**config.mk**
```make
export PLATFORM = sky130hd
export DESIGN_NAME = chroma_hb_dec
export DESIGN_NICKNAME = d
export VERILOG_FILES = /design/src/rtl/chroma_hb_pkg.sv /design/src/rtl/hb_chroma_filter.sv /design/src/rtl/luma_delay_line.sv /design/src/rtl/cbcr_interleave.sv /design/src/rtl/chroma_hb_dec.sv
export SDC_FILE = /design/constraint.sdc
export NUM_CORES = 1
export LEC_CHECK = 0
export ABC_AREA = 1
export BUFFER_PORTS_ARGS = -buffer_cell sky130_fd_sc_hd__buf_2
export CELL_PAD_IN_SITES_DETAIL_PLACEMENT = 1
export CELL_PAD_IN_SITES_GLOBAL_PLACEMENT = 1
export CORE_MARGIN = 5
export CORE_UTILIZATION = 35
export DETAILED_ROUTE_END_ITERATION = 6
export PLACE_DENSITY = 0.6
export SYNTH_ARGS = -nofsm -noshare
export SYNTH_HDL_FRONTEND = slang
export SYNTH_SLANG_ARGS = --single-unit
```
**constraint.sdc**
```tcl
create_clock -name clk -period 14.1 [get_ports clk]
set_input_delay 1.41 -clock clk [delete_from_list [all_inputs] [get_ports clk]]
set_output_delay 1.41 -clock clk [all_outputs]
set_load 0.02 [all_outputs]
```
**src/rtl/chroma_hb_pkg.sv**
```systemverilog
package chroma_hb_pkg;
  localparam int CW   = 10;          // chroma sample width (signed)
  localparam int YW   = 10;          // luma sample width (unsigned)
  localparam int TAPS = 11;          // halfband kernel length
  localparam int CTR  = (TAPS - 1) / 2;
  localparam int AW   = 24;          // accumulator width
  localparam int SH   = 8;           // coefficient scale 2^SH
  localparam int LIM  = 448;         // chroma clamp magnitude

  localparam logic signed [AW-1:0] K0  = 128;
  localparam logic signed [AW-1:0] K1  = 75;
  localparam logic signed [AW-1:0] K3  = -14;
  localparam logic signed [AW-1:0] K5  = 3;
  localparam logic signed [AW-1:0] RND = 1 <<< (SH - 1);
  localparam logic signed [AW-1:0] LIM_HI = LIM;
  localparam logic signed [AW-1:0] LIM_LO = -LIM;

  // Weighted sum of the centre sample and three symmetric pair sums, rounded.
  function automatic logic signed [AW-1:0] hb_sum(
    input logic signed [CW-1:0] c,
    input logic signed [CW:0]   s1,
    input logic signed [CW:0]   s3,
    input logic signed [CW:0]   s5);
    logic signed [AW-1:0] acc;
    acc = AW'(c) * K0 + AW'(s1) * K1 + AW'(s3) * K3 + AW'(s5) * K5 + RND;
    return acc >>> SH;
  endfunction

  // Saturate a wide filter result to the chroma window.
  function automatic logic signed [CW-1:0] sat_c(input logic signed [AW-1:0] v);
    if (v > LIM_HI) return CW'(LIM);
    if (v < LIM_LO) return CW'(-LIM);
    return v[CW-1:0];
  endfunction
endpackage

```
**src/rtl/hb_chroma_filter.sv**
```systemverilog
module hb_chroma_filter
  import chroma_hb_pkg::*;
(
  input  logic                 clk,
  input  logic                 rst_n,
  input  logic signed [CW-1:0] din,
  output logic signed [CW-1:0] fout
);
  logic signed [CW-1:0] tap [TAPS];
  logic signed [CW:0]   s1, s3, s5;

  always_ff @(posedge clk or negedge rst_n) begin
    if (!rst_n) begin
      for (int i = 0; i < TAPS; i++) tap[i] <= '0;
    end else begin
      tap[0] <= din;
      for (int i = 1; i < TAPS; i++) tap[i] <= tap[i-1];
    end
  end

  always_comb begin
    s1 = (CW+1)'(tap[CTR-1]) + (CW+1)'(tap[CTR+1]);
    s3 = (CW+1)'(tap[CTR-3]) + (CW+1)'(tap[CTR+3]);
    s5 = (CW+1)'(tap[CTR-5]) + (CW+1)'(tap[CTR+5]);
    fout = sat_c(hb_sum(tap[CTR], s1, s3, s5));
  end
endmodule

```
**src/rtl/luma_delay_line.sv**
```systemverilog
module luma_delay_line
  import chroma_hb_pkg::*;
#(
  parameter int DLY = CTR + 1
) (
  input  logic          clk,
  input  logic          rst_n,
  input  logic          idle,
  input  logic [YW-1:0] din,
  output logic [YW-1:0] dout
);
  logic [YW-1:0] stg [DLY];

  always_ff @(posedge clk or negedge rst_n) begin
    if (!rst_n) begin
      for (int i = 0; i < DLY; i++) stg[i] <= '0;
      dout <= '0;
    end else begin
      stg[0] <= din;
      for (int i = 1; i < DLY; i++) stg[i] <= stg[i-1];
      dout <= idle ? '0 : stg[DLY-1];
    end
  end
endmodule

```
**src/rtl/cbcr_interleave.sv**
```systemverilog
module cbcr_interleave
  import chroma_hb_pkg::*;
(
  input  logic                 clk,
  input  logic                 rst_n,
  input  logic                 sync_n,
  input  logic signed [CW-1:0] cb_f,
  input  logic signed [CW-1:0] cr_f,
  output logic                 sync_q,
  output logic signed [CW-1:0] c_out,
  output logic                 c_is_cr
);
  logic                 ph;
  logic signed [CW-1:0] cr_hold;

  always_ff @(posedge clk or negedge rst_n) begin
    if (!rst_n) begin
      sync_q  <= 1'b1;
      ph      <= 1'b0;
      c_out   <= '0;
      c_is_cr <= 1'b1;
      cr_hold <= '0;
    end else begin
      sync_q <= sync_n;
      if (sync_q) begin
        ph      <= 1'b0;
        c_out   <= '0;
        c_is_cr <= 1'b1;
      end else if (!ph) begin
        ph      <= 1'b1;
        c_out   <= cb_f;
        c_is_cr <= 1'b0;
        cr_hold <= cr_f;
      end else begin
        ph      <= 1'b0;
        c_out   <= cr_hold;
        c_is_cr <= 1'b1;
      end
    end
  end
endmodule

```
**src/rtl/chroma_hb_dec.sv**
```systemverilog
module chroma_hb_dec
  import chroma_hb_pkg::*;
#(
  parameter int LUMA_DLY = CTR + 1
) (
  input  logic                 clk,
  input  logic                 rst_n,
  input  logic                 sync_n,
  input  logic [YW-1:0]        y_in,
  input  logic signed [CW-1:0] cb_in,
  input  logic signed [CW-1:0] cr_in,
  output logic [YW-1:0]        y_out,
  output logic signed [CW-1:0] c_out,
  output logic                 c_is_cr
);
  logic signed [CW-1:0] cb_f, cr_f;
  logic                 sync_q;

  hb_chroma_filter u_cb_filt (.clk(clk), .rst_n(rst_n), .din(cb_in), .fout(cb_f));
  hb_chroma_filter u_cr_filt (.clk(clk), .rst_n(rst_n), .din(cr_in), .fout(cr_f));

  cbcr_interleave u_mux (
    .clk(clk), .rst_n(rst_n), .sync_n(sync_n), .cb_f(cb_f), .cr_f(cr_f),
    .sync_q(sync_q), .c_out(c_out), .c_is_cr(c_is_cr));

  luma_delay_line #(.DLY(LUMA_DLY)) u_luma (
    .clk(clk), .rst_n(rst_n), .idle(sync_q), .din(y_in), .dout(y_out));
endmodule

```
==> metrics.txt <==
hold endpoint=u_cb_filt.tap[89]; die width=254 um; layout cells sized above 1=0.0790; die height=254 um; Top Ports=54; critical path peak fanout=9; vias in the first global route=15400; number of synthesized flops with an enable pin=0; Reg2Reg Depth=43; fillers=6760; Setup-failing EPs final=0; post-synth cell types=45; Synth Cell Area=20900 sq um; min Tclk post-route=8.67 ns; R2R setup slack=5.43 ns; via/cell ratio=4.58; total grt overflow=0; part of the cycle the worst path needs=0.615; Root Driver=clkbuf_16; unrepaired setup endpoints after global routing=false; Max Clock Skew=0.0210 ns; full die area=64700 sq um; Detailed Place HPWL=38.3 mm; Reg-to-Reg Start=u_cb_filt.tap[40]; number of CTS-inserted buffers=35; largest net degree at the start of global routing=144; Max Cap Violations=0; fin util=0.394; non-filler instance count after layout=3040; DR DRC count=0; Hold Path Class=reg -> reg; total number of vias=13900; fin nets=2718; number of gates resized after CTS=0; Fmax=115 MHz; Seq/Total Area, Yosys=0.375; Port-buffer cells=53; initial antenna violation count=0; Cells after Synth=2159; Sum Neg Setup Slack=0 ns; drt wl/cell=15.1 um; FF-to-FF End=u_mux.c_out[7]; Initial DRT Pass Iterations=4; Final Hold Viols=0; CTS Buffer Depth=3; hold_sp=u_cb_filt.tap[99]; status=finished clean; crit end category=flop; syn_area_per_cell=9.69 sq um; CTS tree=built; post-synthesis async set-or-reset flop share=1.00; Starting DRT DRC Count=352; clk sinks=313; first-pass GRT wire length=78.7 mm; CP max stage delay=0.53 ns; routed wire length=46.0 mm; Slew HR=0.420; DRT antenna net count=0; dpl cells=2984; Synth Net Count=2629; clk slew on worst S/H paths=0.06 ns; Slowest cell on crit path=fa_1; clk_lat worst skew=0.54 ns; Hold Path Cell Cnt=0; Initial Util=0.354; GP Congestion=0.831; max-slew violations=0; Antenna diodes=0; CTS H-tree lvls=2; synthesized flop and latch total=313; Row Count=89; Core ar.=59100 sq um; setup bufs post-CTS=0; GR Util All Layers=0.149; CP startpoint kind=flop; hold buffer count at CTS=0; Area Growth Syn to Fin=11.3%; CP required=14.50 ns; WHS=0.337 ns; Worst-Margin Slew=0.870 ns; most used cell along the critical path=nand2_1; Main synth FF type=dfrtp_1; YS warnings=0; Setup CP Type=reg -> reg; crit path DAT=9.07 ns
-- routing by layer --
metal / routed length (um) / track usage
met1: 21800 / 0.201
met2: 21900 / 0.255
met3: 1240 / 0.0222
met4: 1050 / 0.0376
met5: 0 / 0
-- through the flow --
stage                     setup slack [ns]  area, sq um
after floorplan                       6.43        20900
after global placement                5.59        22200
after detailed placement              5.36        22200
after CTS                             5.31        23300
after global routing                  4.72        23300
final                                 5.43        23300
-- cell usage after synthesis, types with 3 or more instances --
master    count  area [sq um]
o21ai_1       4          20.0
nor2_2       11          68.8
a21boi_0      3          22.5
fa_1        101          2020
nand3b_1     10          75.1
nand4_1      17           106
o21bai_1     20           150
xor2_1       84           736
a22oi_1       3          22.5
ha_1        336          4200
nor2_1      111           417
o21ai_0      39           195
clkbuf_1      4          15.0
o21ai_2       6          52.6
a21o_1       11          82.6
nand2_2      16           100
o31ai_1       3          22.5
dfrtp_1     311          7780
inv_1       415          1560
nor3_1       18          90.1
a21oi_1     139           696
nand2_4       4          45.0
nand3_2       7          70.1
nand2_1     339          1270
nand3_1      58           290
xnor2_1      44           385
and2_1        3          18.8
nor3_2        4          40.0
inv_2         7          26.3
a22o_1        3          26.3
o21a_1        5          37.5
o211ai_1      5          37.5
-- cell type report --
type,count,area [sq um],share of cell area
clock buffer,44,980,0.0421
clock inverter,12,126,0.00543
inverter,422,1580,0.0680
multi-input combinational,1420,11500,0.493
sequential,313,7840,0.337
tap,773,967,0.0415
timing repair buffer,56,310,0.0133
-- how the worst max path moves through the flow --
stage / from / endpoint / slack, ns / cells past startpoint
global placement: u_cb_filt.tap[40] / u_mux.c_out[7] / 5.59 / 41
finish: u_cb_filt.tap[40] / u_mux.c_out[7] / 5.43 / 43
global route: u_cb_filt.tap[40] / u_mux.c_out[7] / 4.72 / 38
CTS: u_cb_filt.tap[40] / u_mux.c_out[7] / 5.31 / 43
floorplan: u_cr_filt.tap[42] / u_mux.cr_hold[6] / 6.43 / 43
detailed placement: u_cb_filt.tap[40] / u_mux.c_out[7] / 5.36 / 43
-- kinds of logic (layout without fill, tap and decap cells) --
family | count (synthesis) | count (layout) | share of synthesized area
flip-flops | 313 | 313 | 0.375
AO/OA/AOI/OAI | 251 | 251 | 0.0698
AND/OR/NAND/NOR | 603 | 603 | 0.126
XOR/XNOR | 129 | 129 | 0.0549
buffers and inverters | 426 | 534 | 0.0765
adder cells (fa/ha/maj) | 437 | 437 | 0.298
-- layout by cell type, fill, tap and decap left out, types with 5 or more instances in the layout --
cell	instances
dfrtp_1	311
nand3_2	7
buf_2	52
fa_1	101
nand4_1	17
xnor2_1	44
o21ai_0	39
nor2_2	11
nor3_1	18
inv_1	415
nand3b_1	10
nand2_2	16
o21a_1	5
a21o_1	11
nor2_1	111
a21oi_1	139
xor2_1	84
o21ai_2	6
inv_2	7
nand3_1	58
o211ai_1	5
clkinv_2	5
clkbuf_8	7
clkbuf_16	35
o21bai_1	20
nand2_1	339
ha_1	336
-- critical path: cells and delay by family (launching register included) --
family | cells | cell delay (ns)
DFF | 1 | 0.38
adders and majority gates | 10 | 3.77
buffers and inverters | 5 | 0.27
xor gates and xnor gates | 2 | 0.59
and+or+nand+nor | 14 | 1.22
AOI/OAI and AO/OA | 12 | 2.30
-- flip-flops by register name, indices dropped and copies added (netlist names) --
register	flops
u_cb_filt.tap	110
u_cr_filt.tap	110
u_luma.stg	60
u_luma.dout	10
u_mux.c_out	10
u_mux.cr_hold	10
u_mux.c_is_cr	1
u_mux.ph	1
u_mux.sync_q	1
Power is left out: the tool's default activity adds up to more than one toggle a clock period on the data nets, which glitch-free logic cannot reach.
